[config.mk]
export PLATFORM = sky130hd
export DESIGN_NAME = ptw_walker
export DESIGN_NICKNAME = d
export VERILOG_FILES = /design/src/rtl/ptw_pkg.sv /design/src/rtl/ptw_tt_match.sv /design/src/rtl/ptw_bypass.sv /design/src/rtl/ptw_level_calc.sv /design/src/rtl/ptw_walker.sv
export SDC_FILE = /design/constraint.sdc
export NUM_CORES = 1
export LEC_CHECK = 0
export ABC_AREA = 1
export BUFFER_PORTS_ARGS = -buffer_cell sky130_fd_sc_hd__buf_2
export CAP_MARGIN = 0
export CORE_MARGIN = 2
export CORE_UTILIZATION = 52
export CTS_BUF_LIST = sky130_fd_sc_hd__clkbuf_8 sky130_fd_sc_hd__clkbuf_16
export DETAILED_ROUTE_END_ITERATION = 7
export GPL_TIMING_DRIVEN = 0
export MAX_ROUTING_LAYER = met4
export PLACE_DENSITY_LB_ADDON = 0.2
export SKIP_LAST_GASP = 1
export SLEW_MARGIN = 10
export SYNTH_ARGS = -nofsm -noshare
export SYNTH_HDL_FRONTEND = slang
export SYNTH_SLANG_ARGS = --single-unit
[constraint.sdc]
create_clock -name clk -period 4.6 [get_ports clk]
set_input_delay 0.92 -clock clk [delete_from_list [all_inputs] [get_ports clk]]
set_output_delay 0.92 -clock clk [all_outputs]
set_load 0.05 [all_outputs]
[src/rtl/ptw_pkg.sv]
`timescale 1ns/1ps
package ptw_pkg;
  typedef enum logic [1:0] {
    PW_IDLE = 2'd0,
    PW_EVAL = 2'd1,
    PW_READ = 2'd2
  } pw_state_e;

  localparam logic [1:0] DT_INVALID = 2'd0;
  localparam logic [1:0] DT_PAGE    = 2'd1;
  localparam logic [1:0] DT_SHORT   = 2'd2;
  localparam logic [1:0] DT_LONG    = 2'd3;

  localparam int SRE_BIT = 25;
  localparam int TT_EN_BIT = 15;
endpackage

[src/rtl/ptw_tt_match.sv]
`timescale 1ns/1ps
module ptw_tt_match (
  input  logic [31:0] addr,
  input  logic [2:0]  fc,
  input  logic [31:0] tt,
  output logic        hit
);
  logic [7:0] keep_bits;
  logic       addr_ok;
  logic       fc_ok;

  always_comb begin
    keep_bits = ~tt[23:16];
    addr_ok   = ((addr[31:24] & keep_bits) == tt[31:24]);
    fc_ok     = ((fc & ~tt[2:0]) == tt[6:4]);
    hit       = tt[ptw_pkg::TT_EN_BIT] && addr_ok && fc_ok;
  end
endmodule

[src/rtl/ptw_bypass.sv]
`timescale 1ns/1ps
module ptw_bypass #(
  parameter int NUM_TT = 2
) (
  input  logic [31:0]          addr,
  input  logic [2:0]           fc,
  input  logic [NUM_TT*32-1:0] tt_words,
  output logic                 pass
);
  logic [NUM_TT-1:0] hits;

  for (genvar k = 0; k < NUM_TT; k++) begin : g_tt
    ptw_tt_match u_match (
      .addr (addr),
      .fc   (fc),
      .tt   (tt_words[k*32 +: 32]),
      .hit  (hits[k])
    );
  end

  assign pass = (fc == 3'd7) || (|hits);
endmodule

[src/rtl/ptw_level_calc.sv]
`timescale 1ns/1ps
module ptw_level_calc (
  input  logic [31:0] addr,
  input  logic [31:0] desc,
  input  logic [31:0] tc_word,
  input  logic [1:0]  level,
  output logic [31:0] next_addr,
  output logic [31:0] page_addr
);
  logic [6:0]  consumed;
  logic [3:0]  width;
  logic [31:0] shifted;
  logic [31:0] index;
  logic [31:0] offset;
  logic [31:0] page_mask;
  logic [6:0]  f_is, f_a, f_b, f_c;

  always_comb begin
    f_is = {3'b0, tc_word[19:16]};
    f_a  = {3'b0, tc_word[15:12]};
    f_b  = {3'b0, tc_word[11:8]};
    f_c  = {3'b0, tc_word[7:4]};
    case (level)
      2'd0:    begin consumed = f_is;                 width = tc_word[15:12]; end
      2'd1:    begin consumed = f_is + f_a;           width = tc_word[11:8];  end
      2'd2:    begin consumed = f_is + f_a + f_b;     width = tc_word[7:4];   end
      default: begin consumed = f_is + f_a + f_b + f_c; width = tc_word[3:0]; end
    endcase

    if (consumed >= 7'd32) begin
      shifted = '0;
      offset  = '0;
    end else begin
      shifted = addr << consumed[4:0];
      offset  = shifted >> consumed[4:0];
    end

    if (width == 4'd0) index = '0;
    else               index = shifted >> (6'd32 - {2'b00, width});

    next_addr = {desc[31:4], 4'b0000} + (desc[0] ? (index << 3) : (index << 2));
    page_mask = 32'hFFFF_FFFF << tc_word[23:20];
    page_addr = (desc & page_mask) + offset;
  end
endmodule

[src/rtl/ptw_walker.sv]
`timescale 1ns/1ps
module ptw_walker #(
  parameter int NUM_TT = 2
) (
  input  logic                 clk,
  input  logic                 rst_n,
  input  logic                 req_valid,
  input  logic [31:0]          req_addr,
  input  logic [2:0]           req_fc,
  input  logic [31:0]          tc_word,
  input  logic [NUM_TT*32-1:0] tt_words,
  input  logic [31:0]          sup_root,
  input  logic [31:0]          cpu_root,
  output logic                 busy,
  output logic                 mem_req,
  output logic [31:0]          mem_addr,
  input  logic                 mem_rvalid,
  input  logic [31:0]          mem_rdata,
  output logic                 done,
  output logic [31:0]          phys_addr,
  output logic                 fault_invalid,
  output logic                 fault_depth,
  output logic [1:0]           fault_level
);
  import ptw_pkg::*;

  localparam logic [1:0] LAST_LVL = 2'd3;

  pw_state_e   state_q, state_d;
  logic [31:0] addr_q, desc_q, desc_d, rd_q, rd_d;
  logic [1:0]  lvl_q, lvl_d;
  logic        done_d, inv_d, deep_d;
  logic [31:0] phys_d;
  logic [1:0]  flvl_d;
  logic        accept, pass, use_sup;
  logic [31:0] next_addr, page_addr;
  logic [31:0] unused_tc;

  assign unused_tc = {tc_word[31:26], tc_word[24], 25'd0};
  assign accept  = (state_q == PW_IDLE) && req_valid;
  assign use_sup = tc_word[SRE_BIT] && req_fc[2];

  ptw_bypass #(.NUM_TT(NUM_TT)) u_bypass (
    .addr     (req_addr),
    .fc       (req_fc),
    .tt_words (tt_words),
    .pass     (pass)
  );

  ptw_level_calc u_calc (
    .addr      (addr_q),
    .desc      (desc_q),
    .tc_word   (tc_word),
    .level     (lvl_q),
    .next_addr (next_addr),
    .page_addr (page_addr)
  );

  always_comb begin
    state_d = state_q;
    desc_d  = desc_q;
    rd_d    = rd_q;
    lvl_d   = lvl_q;
    done_d  = 1'b0;
    inv_d   = fault_invalid;
    deep_d  = fault_depth;
    phys_d  = phys_addr;
    flvl_d  = fault_level;
    case (state_q)
      PW_IDLE: begin
        if (req_valid) begin
          if (pass) begin
            done_d = 1'b1;
            phys_d = req_addr;
            inv_d  = 1'b0;
            deep_d = 1'b0;
            flvl_d = 2'd0;
          end else begin
            desc_d  = use_sup ? sup_root : cpu_root;
            lvl_d   = 2'd0;
            state_d = PW_EVAL;
          end
        end
      end
      PW_EVAL: begin
        case (desc_q[1:0])
          DT_INVALID: begin
            done_d = 1'b1; phys_d = '0; inv_d = 1'b1; deep_d = 1'b0;
            flvl_d = lvl_q; state_d = PW_IDLE;
          end
          DT_PAGE: begin
            done_d = 1'b1; phys_d = page_addr; inv_d = 1'b0; deep_d = 1'b0;
            flvl_d = lvl_q; state_d = PW_IDLE;
          end
          default: begin
            if (lvl_q == LAST_LVL) begin
              done_d = 1'b1; phys_d = '0; inv_d = 1'b0; deep_d = 1'b1;
              flvl_d = LAST_LVL; state_d = PW_IDLE;
            end else begin
              rd_d    = next_addr;
              state_d = PW_READ;
            end
          end
        endcase
      end
      PW_READ: begin
        if (mem_rvalid) begin
          desc_d  = mem_rdata;
          lvl_d   = lvl_q + 2'd1;
          state_d = PW_EVAL;
        end
      end
      default: state_d = PW_IDLE;
    endcase
  end

  always_ff @(posedge clk or negedge rst_n) begin
    if (!rst_n) begin
      state_q       <= PW_IDLE;
      addr_q        <= '0;
      desc_q        <= '0;
      rd_q          <= '0;
      lvl_q         <= '0;
      done          <= 1'b0;
      phys_addr     <= '0;
      fault_invalid <= 1'b0;
      fault_depth   <= 1'b0;
      fault_level   <= '0;
    end else begin
      state_q <= state_d;
      done    <= done_d;
      if (accept) addr_q <= req_addr;
      desc_q <= desc_d;
      lvl_q  <= lvl_d;
      rd_q   <= rd_d;
      if (done_d) begin
        phys_addr     <= phys_d;
        fault_invalid <= inv_d;
        fault_depth   <= deep_d;
        fault_level   <= flvl_d;
      end
    end
  end

  assign busy     = (state_q != PW_IDLE);
  assign mem_req  = (state_q == PW_READ);
  assign mem_addr = rd_q;


  fc7_pass_chk: assert property (@(posedge clk) disable iff (!rst_n)
    (!busy && req_valid && req_fc == 3'd7) |=> (done && phys_addr == $past(req_addr) && !fault_invalid && !fault_depth));

  mem_hold_chk: assert property (@(posedge clk) disable iff (!rst_n)
    (mem_req && !mem_rvalid) |=> (mem_req && $stable(mem_addr)));

  done_pulse_chk: assert property (@(posedge clk) disable iff (!rst_n)
    done |=> !done);

  done_idle_chk: assert property (@(posedge clk) disable iff (!rst_n)
    done |-> (!busy && !mem_req));

  depth_level_chk: assert property (@(posedge clk) disable iff (!rst_n)
    (done && fault_depth) |-> (fault_level == 2'd3 && !fault_invalid));
endmodule

==> results of run 1 <==
[cell families after synthesis]
family          synth area share [%]
xor+xnor                        1.61
simple gates                    40.1
buf+inv                         8.23
fa+ha+maj                       7.28
other cells                   0.0257
compound gates                  17.4
mux                             2.19
flops                           23.1
[area by class of cell]
type	instances	area, µm²	share of cell area [%]
Antenna cell	3	7.51	0.0343
Clock inverter	15	154	0.704
Clock buffer	17	425	1.95
Buffer	122	845	3.86
Timing Repair Buffer	438	2870	13.1
Tap cell	378	473	2.16
Multi-Input combinational cell	1909	13100	60.0
Sequential cell	135	3380	15.5
Inverter	153	591	2.70
[cell usage in the layout (no fill, tap or decap), types with 47 or more instances in the layout]
master   instances
nand2_1        470
buf_2          286
nand3_1        259
nand3_2        154
dfrtp_1        135
inv_1          133
buf_4          132
nand2_2        124
a21oi_1        104
nor2_1         102
o21ai_0         99
nand3_4         51
o21ai_1         51
buf_6           47
ha_1            47
[critical path, delay by kind of cell]
| kind | cells | cell delay, ns |
|---|---|---|
| AND/OR/NAND/NOR | 20 | 1.83 |
| AO/OA/AOI/OAI | 5 | 1.13 |
| adder cells (fa/ha/maj) | 5 | 2.01 |
| buffers and inverters | 10 | 0.97 |
[per-layer routing]
metal | vias up | GRT usage (%) | routed length, µm
met3 | 509 | 9.71 | 7650
met5 | - | - | 0
met2 | 1674 | 73.0 | 32800
met4 | 0 | 29.1 | 5690
li1 | 8877 | - | -
met1 | 9614 | 53.0 | 25600
[synthesized netlist by cell type (16+ instances only)]
| library cell | instances | share of area (%) |
|---|---|---|
| nand3_2 | 17 | 1.2 |
| mux2i_1 | 32 | 2.2 |
| clkbuf_1 | 55 | 1.4 |
| inv_1 | 145 | 3.7 |
| a21oi_1 | 154 | 5.3 |
| buf_2 | 31 | 1.1 |
| nand2_1 | 612 | 16 |
| o21a_1 | 23 | 1.2 |
| nand4_1 | 29 | 1.2 |
| dfrtp_1 | 135 | 23 |
| o21ai_0 | 154 | 5.3 |
| nand2_2 | 16 | 0.68 |
| nand3_1 | 447 | 15 |
| buf_1 | 18 | 0.46 |
| nor2_1 | 113 | 2.9 |
| o211ai_1 | 26 | 1.3 |
| ha_1 | 77 | 6.6 |
| xor2_1 | 17 | 1.0 |
| o21ai_1 | 29 | 0.99 |
| nor3_1 | 26 | 0.89 |
[final timing paths]
check,from,to,slack [ns],depth (start not counted)
worst max-delay path,tc_word[16],phys_addr[31],-1.93,40
worst min-delay path,mem_addr[24],mem_addr[24],0.47,2
worst max register to register,lvl_q[0],mem_addr[26],-1.47,28
worst min register to register,mem_addr[24],mem_addr[24],0.47,2
max in group asynchronous,rst_n,desc_q[14],3.31,2
min in group asynchronous,rst_n,addr_q[13],0.49,1
[metrics by stage]
| stage | hold WS [ns] | area [µm²] | cells | setup TNS [ns] |
|---|---|---|---|---|
| global route | 0.503 | 21900 | 3168 | -100.34 |
| floorplan | 0.453 | 15200 | 2319 | -54.83 |
| global placement | 0.452 | 17100 | 2971 | -115.27 |
| detailed placement | 0.460 | 17100 | 2972 | -122.00 |
| CTS | 0.473 | 20200 | 3112 | -72.55 |
| finish | 0.472 | 21900 | 3170 | -88.99 |
[what timing repair did]
| item | in CTS | in global routing |
|---|---|---|
| gates cloned | 8 | 0 |
| resized for setup | 372 | 290 |
| pin swaps | 121 | 134 |
| setup endpoints to repair | 60 | 60 |
| hold buffers | 0 | 0 |
| setup buffers | 100 | 63 |
[sequential cells by signal (all words and copies together) (netlist names)]
signal	cells
addr_q	32
desc_q	32
phys_addr	32
mem_addr	30
fault_level	2
lvl_q	2
state_q	2
done	1
fault_depth	1
fault_invalid	1
==> summary.md, run 1 <==
| Metric | Value |
|---|---|
| Crit path max-delay cell type | `fa_1` |
| Avg Vias per Cell | `between 6 and 7` |
| H-tree depth | `4` |
| Starting density of the core | `between 50% and 60%` |
| DIE AREA | `between 20000 and 30000 µm²` |
| DRT iter0 DRCs | `about 2800` |
| Die height | `about 170 µm` |
| Filler cells | `1900` |
| Largest net degree at the start of global routing | `71` |
| Crit-path most repeated cell | `nand2_2` |
| Final period utilization | `142%` |
| Avg WL per Cell | `between 20 and 25 µm` |
| Clk_lat worst skew | `between 0.4 and 0.5 ns` |
| Die Width | `about 170 µm` |
| NumNets Final | `3089` |
| Clk buf depth | `2` |
| Gr ovfl total | `0` |
| TritonRoute pass-1 iters | `7` |
| Fmax | `153 MHz` |
| CTS Buf Count | `17` |
| Post-DP HPWL | `roughly 50000 µm` |
| Post-layout minimum cycle time | `6.53 ns` |
| Post-synth EDFFs | `0` |
| Setup crit end kind | `flop` |
| Clk sinks | `roughly 140` |
| Num rows | `61` |
| Core box area | `between 20000 and 30000 µm²` |
| Max Fanout on Critical Path | `7` |
| RSZ-0062 raised after global routing | `true` |
| Vias | `~21000` |
| Hold Vio Cnt, Final | `0` |
| Post-Syn Area | `about 15000 µm²` |
| Cells after synthesis | `roughly 2300` |
| Area grow syn2layout | `49.5%` |
| DP Worst Slack | `-2.83 ns` |
| First-pass GRT wire length | `just over 100000 µm` |
| I/O Pins | `302` |
| # setup viols final | `a little under 60` |
| Initial antenna violation count | `1` |
| Clock Skews | `~0.011 ns` |
| Status | `finished, violations left` |
| Max Slew Vio Count | `0` |
| Post-Syn Area per Cell | `6.34 µm²` |
| Tot GR Track Use | `a little under half` |
| Synth cell types | `between 60 and 70` |
| Post-route ant nets | `0` |
| Crit path kind | `input port to flop` |
| CTS tree | `done` |
| Clock slew at reported path FFs | `about 0.06 ns` |
| Buffers added on ports | `274` |
| Prevailing post-synth register cell | `dfrtp_1` |
| Drc violations | `0` |
| Startpoint types | `input port` |
| Yosys reg bits | `135` |
| Hold WC Path Type | `flop to flop` |
| Share of layout cells above drive strength 1 | `about two fifths` |
| Gpl congestion | `1.05` |
| Maxcap violations | `0` |
| Worst EP required | `4.97 ns` |
| Violated checks | `negative setup slack` |
| CP arrival | `slightly below 7 ns` |
| Sequential element share of the synthesized area | `a little under a quarter` |
| Post-layout util | `78.9%` |
| Final WS setup | `-1.93 ns` |
| Vias in the first global route | `~19000` |
| Syn. warnings | `0` |
| Root buffer cell | `clkbuf_16` |
| Synth async-reset ratio | `100%` |
| Slew @ Worst Pin | `a little over 0.9 ns` |
| Rel. slew slack | `between 30% and 40%` |
| Max stage delay on crit path | `approximately 0.54 ns` |
| Routed wire length | `roughly 72000 µm` |
Power of run 1 is not shown: default switching activity piles up to over one toggle a cycle in this logic, so the estimate is an artifact.
==> inputs of run 2 (changes only) <==
ABC_AREA = unset   (was 1)
CORE_UTILIZATION = 51   (was 52)
==> run 2 against run 1 <==
  * The flow still finishes with violations (negative setup slack)
  * Flip-flop and latch count did not move
  * Sequential share of layout area increased by 1.6 points
  * Clock skew barely moved
  * First-iteration DRC count is 38% lower
  * Via count is 18% lower
  * Synthesized cell count fell by 22%
  * Non-clock buffer count shrank 27
  * Hold slack worse by 0.032 ns
  * Die area shrank 0.20%
  * Critical path type unchanged
  * Largest cell class unchanged
==> summary.md, run 2 <==
| Metric | Value |
|---|---|
| Status | `finished, violations left (unchanged)` |
| Violated checks | `negative setup slack (unchanged)` |
| Leading cell type in the layout, fill and taps excluded | `buf_2 (was nand2_1)` |
| Post-Synth XOR/XNOR Area | `4.89% (was 1.61%)` |
| Routed wire length | `61000 µm (was 71800 µm)` |
| Initial antenna violation count | `2 (was 1)` |
| H-tree depth | `4 (unchanged)` |
| Fmax | `123 MHz (was 153 MHz)` |
| Max stage delay on crit path | `0.56 ns (was 0.54 ns)` |
| TritonRoute pass-1 iters | `6 (was 7)` |
| Max Slew Vio Count | `0 (unchanged)` |
| Cells after synthesis | `1794 (was 2306)` |
| Gpl congestion | `1.03 (was 1.05)` |
| Syn. warnings | `0 (unchanged)` |
| Post-synth EDFFs | `0 (unchanged)` |
| Post-Syn Area | `14300 µm² (was 14600 µm²)` |
| Max Fanout on Critical Path | `7 (unchanged)` |
| Starting density of the core | `51.6% (was 52.8%)` |
| Gr ovfl total | `0 (unchanged)` |
| Num rows | `61 (unchanged)` |
| Clock slew at reported path FFs | `0.07 ns (was 0.06 ns)` |
| Vias | `17000 (was 20700)` |
| RSZ-0062 raised after global routing | `true (unchanged)` |
| Hold_buf cts | `0 (unchanged)` |
| CP arrival | `8.43 ns (was 6.90 ns)` |
| Post-synth top area share | `23.6% (was 23.1%)` |
| Synth cell types | `84 (was 65)` |
| Synth async-reset ratio | `100% (unchanged)` |
| Post-layout util | `71.6% (was 78.9%)` |
| Area contributors post-synth | `dfrtp_1 24%, mux2i_1 7.5%, ha_1 6.7% (was dfrtp_1 23%, nand2_1 16%, nand3_1 15%)` |
| Rel. slew slack | `31.9% (was 38.8%)` |
| Startpoint types | `input port (unchanged)` |
| Share of layout cells above drive strength 1 | `35.3% (was 39.6%)` |
| Core box area | `27700 µm² (unchanged)` |
| Largest registers | `addr_q (32), desc_q (32), phys_addr (32) (unchanged)` |
| Setup crit end kind | `flop (unchanged)` |
| Hold WC Path Type | `input port to async pin (was flop to flop)` |
| DIE AREA | `29400 µm² (was 29500 µm²)` |
| Vias in the first global route | `15800 (was 18800)` |
| Synth cell count leaders | `211 x nand2_1, 156 x a21oi_1, 135 x dfrtp_1 (was 612 x nand2_1, 447 x nand3_1, 154 x a21oi_1, 154 x o21ai_0, 145 x inv_1)` |
| Most frequent cells in the layout | `276 x buf_2, 203 x nand2_1, 135 x dfrtp_1 (was 470 x nand2_1, 286 x buf_2, 259 x nand3_1)` |
| Most numerous cell in the Yosys netlist | `nand2_1 (unchanged)` |
| I/O Pins | `302 (unchanged)` |
| Avg Vias per Cell | `6.46 (was 6.52)` |
| Tot GR Track Use | `40.9% (was 46.0%)` |
| # setup viols final | `62 (was 59)` |
| Post-DP HPWL | `44300 µm (was 50200 µm)` |
| Clk_lat worst skew | `0.43 ns (was 0.44 ns)` |
| Clock Skews | `0.0115 ns (was 0.0111 ns)` |
| WP buf/inv | `8 (was 10)` |
| Hold Vio Cnt, Final | `0 (unchanged)` |
| First-pass GRT wire length | `89100 µm (was 101000 µm)` |
| Sequential element share of the synthesized area | `23.6% (was 23.1%)` |
| Avg WL per Cell | `23.2 µm (was 22.6 µm)` |
| Crit path kind | `input port to flop (unchanged)` |
| DRT iter0 DRCs | `1763 (was 2828)` |
| Clk sinks | `135 (unchanged)` |
| Largest family of logic cells by synthesized area | `compound AO/OA/AOI/OAI gates (was simple AND/OR/NAND/NOR gates)` |
| Area fraction in compound gates after synthesis | `25.9% (was 17.4%)` |
| Yosys reg bits | `135 (unchanged)` |
| WHS | `0.440 ns (was 0.472 ns)` |
| Maxcap violations | `0 (unchanged)` |
| Filler cells | `2190 (was 1900)` |
| Crit path max-delay cell type | `fa_2 (was fa_1)` |
| Die Width | `171 µm (was 172 µm)` |
| Post-Syn Area per Cell | `7.98 µm² (was 6.34 µm²)` |
| Mux contribution to synthesized area | `14.1% (was 2.19%)` |
| Final period utilization | `177% (was 142%)` |
| CTS tree | `done (unchanged)` |
| CTS Buf Count | `17 (unchanged)` |
| Post-route ant nets | `0 (unchanged)` |
| Final WS setup | `-3.52 ns (was -1.93 ns)` |
| Drc violations | `0 (unchanged)` |
| Root buffer cell | `clkbuf_16 (unchanged)` |
| Post-Synth Simple-Gate Area | `19.2% (was 40.1%)` |
| Area grow syn2layout | `38.6% (was 49.5%)` |
| Slew @ Worst Pin | `1.02 ns (was 0.918 ns)` |
| Worst EP required | `4.91 ns (was 4.97 ns)` |
| Buffers added on ports | `270 (was 274)` |
| Post-synthesis adder-cell area fraction | `7.43% (was 7.28%)` |
| Top delay family on crit path | `compound AO/OA/AOI/OAI gates (was adder cells)` |
| Prevailing post-synth register cell | `dfrtp_1 (unchanged)` |
| Post-synth top area cell | `dfrtp_1 (unchanged)` |
| Die height | `171 µm (was 172 µm)` |
| Clk buf depth | `2 (unchanged)` |
| Largest net degree at the start of global routing | `86 (was 71)` |
| NumNets Final | `2552 (was 3089)` |
| Post-layout minimum cycle time | `8.12 ns (was 6.53 ns)` |
[run 2: changes by cell type after synthesis, moves of 23 or more]
cell and change:
xnor2_1 +41, mux2i_1 +75, clkbuf_1 +30, nor2b_1 +33, a22oi_1 +23, inv_1 -102
nand3_1 -374, o21ai_1 -26, o21ai_0 -33, mux2_2 +58, nand2_1 -401, a21o_1 +32
[run 2: area by class of cell]
| cell class | instances | area, µm² | area share (%) |
|---|---|---|---|
| sequential | 135 | 3380 | 17.0 |
| antenna | 2 | 5.00 | 0.0252 |
| clock inverter | 13 | 158 | 0.795 |
| buffer | 118 | 607 | 3.06 |
| multi-input combinational | 1508 | 11900 | 60.2 |
| inverter | 44 | 165 | 0.833 |
| timing repair buffer | 415 | 2660 | 13.4 |
| tap | 378 | 473 | 2.39 |
| clock buffer | 18 | 439 | 2.22 |
[run 2: worst paths after layout]
kind,end,cells after the start,startpoint,slack (ns)
min in group clk,desc_q[3],2,desc_q[3],0.47
worst max-delay path,mem_addr[29],35,tc_word[16],-3.52
max in group asynchronous,desc_q[10],2,rst_n,3.34
worst min-delay path,addr_q[24],1,rst_n,0.44
worst max register to register,mem_addr[29],26,lvl_q[0],-2.99
worst min register to register,desc_q[3],2,desc_q[3],0.47
[run 2: metrics by stage]
stage | setup slack (ns) | instance area (µm²) | instances | setup TNS (ns)
finish | -3.52 | 19800 | 2631 | -167.50
global route | -3.75 | 19800 | 2631 | -177.49
CTS | -3.40 | 18900 | 2599 | -158.05
detailed placement | -4.97 | 16300 | 2456 | -232.08
global placement | -5.01 | 16300 | 2455 | -232.49
floorplan | -3.22 | 14500 | 1807 | -142.75
[run 2: repair_timing]
action | 4_1_cts | 5_1_grt
resized for setup | 252 | 149
setup buffers | 109 | 62
cloned | 3 | 0
setup endpoints to repair | 62 | 62
pin swaps | 87 | 143
[run 2: kinds of logic after synthesis]
kind of cell               count (synthesis)
adders and majority gates                 82
xor gates and xnor gates                  79
AOI/OAI and AO/OA                        564
muxes                                    180
DFF                                      135
other                                      1
buffers and inverters                    164
and+or+nand+nor                          589
[run 2: worst reg2reg max path: stages (launching register included)]
cell and delay, ns:
dfrtp_1 0.51, ha_1 0.39, inv_1 0.38, mux2_2 0.51, inv_1 0.19, clkbuf_2 0.30, clkbuf_1 0.43, ha_1 0.33
clkbuf_1 0.46, clkbuf_1 0.47, o21ai_0 0.19, a22oi_1 0.29, a2bb2oi_4 0.19, mux2i_1 0.11, ha_1 0.32, a21o_1 0.20
a21oi_4 0.18, o21ai_2 0.10, a41o_1 0.26, a21o_1 0.21, a211o_1 0.30, a221o_1 0.31, o211ai_1 0.19, nand3_1 0.14
a31oi_1 0.23, xor2_1 0.19, o21ai_1 0.07
[run 2: metal layers]
| layer | share of wire, % | global-route usage [%] |
|---|---|---|
| met1 | 39 | 50.7 |
| met2 | 47 | 65.2 |
| met3 | 8.6 | 6.53 |
| met4 | 5.3 | 19.5 |
| met5 | 0 | - |
Power of run 2 is left out for the same reason.
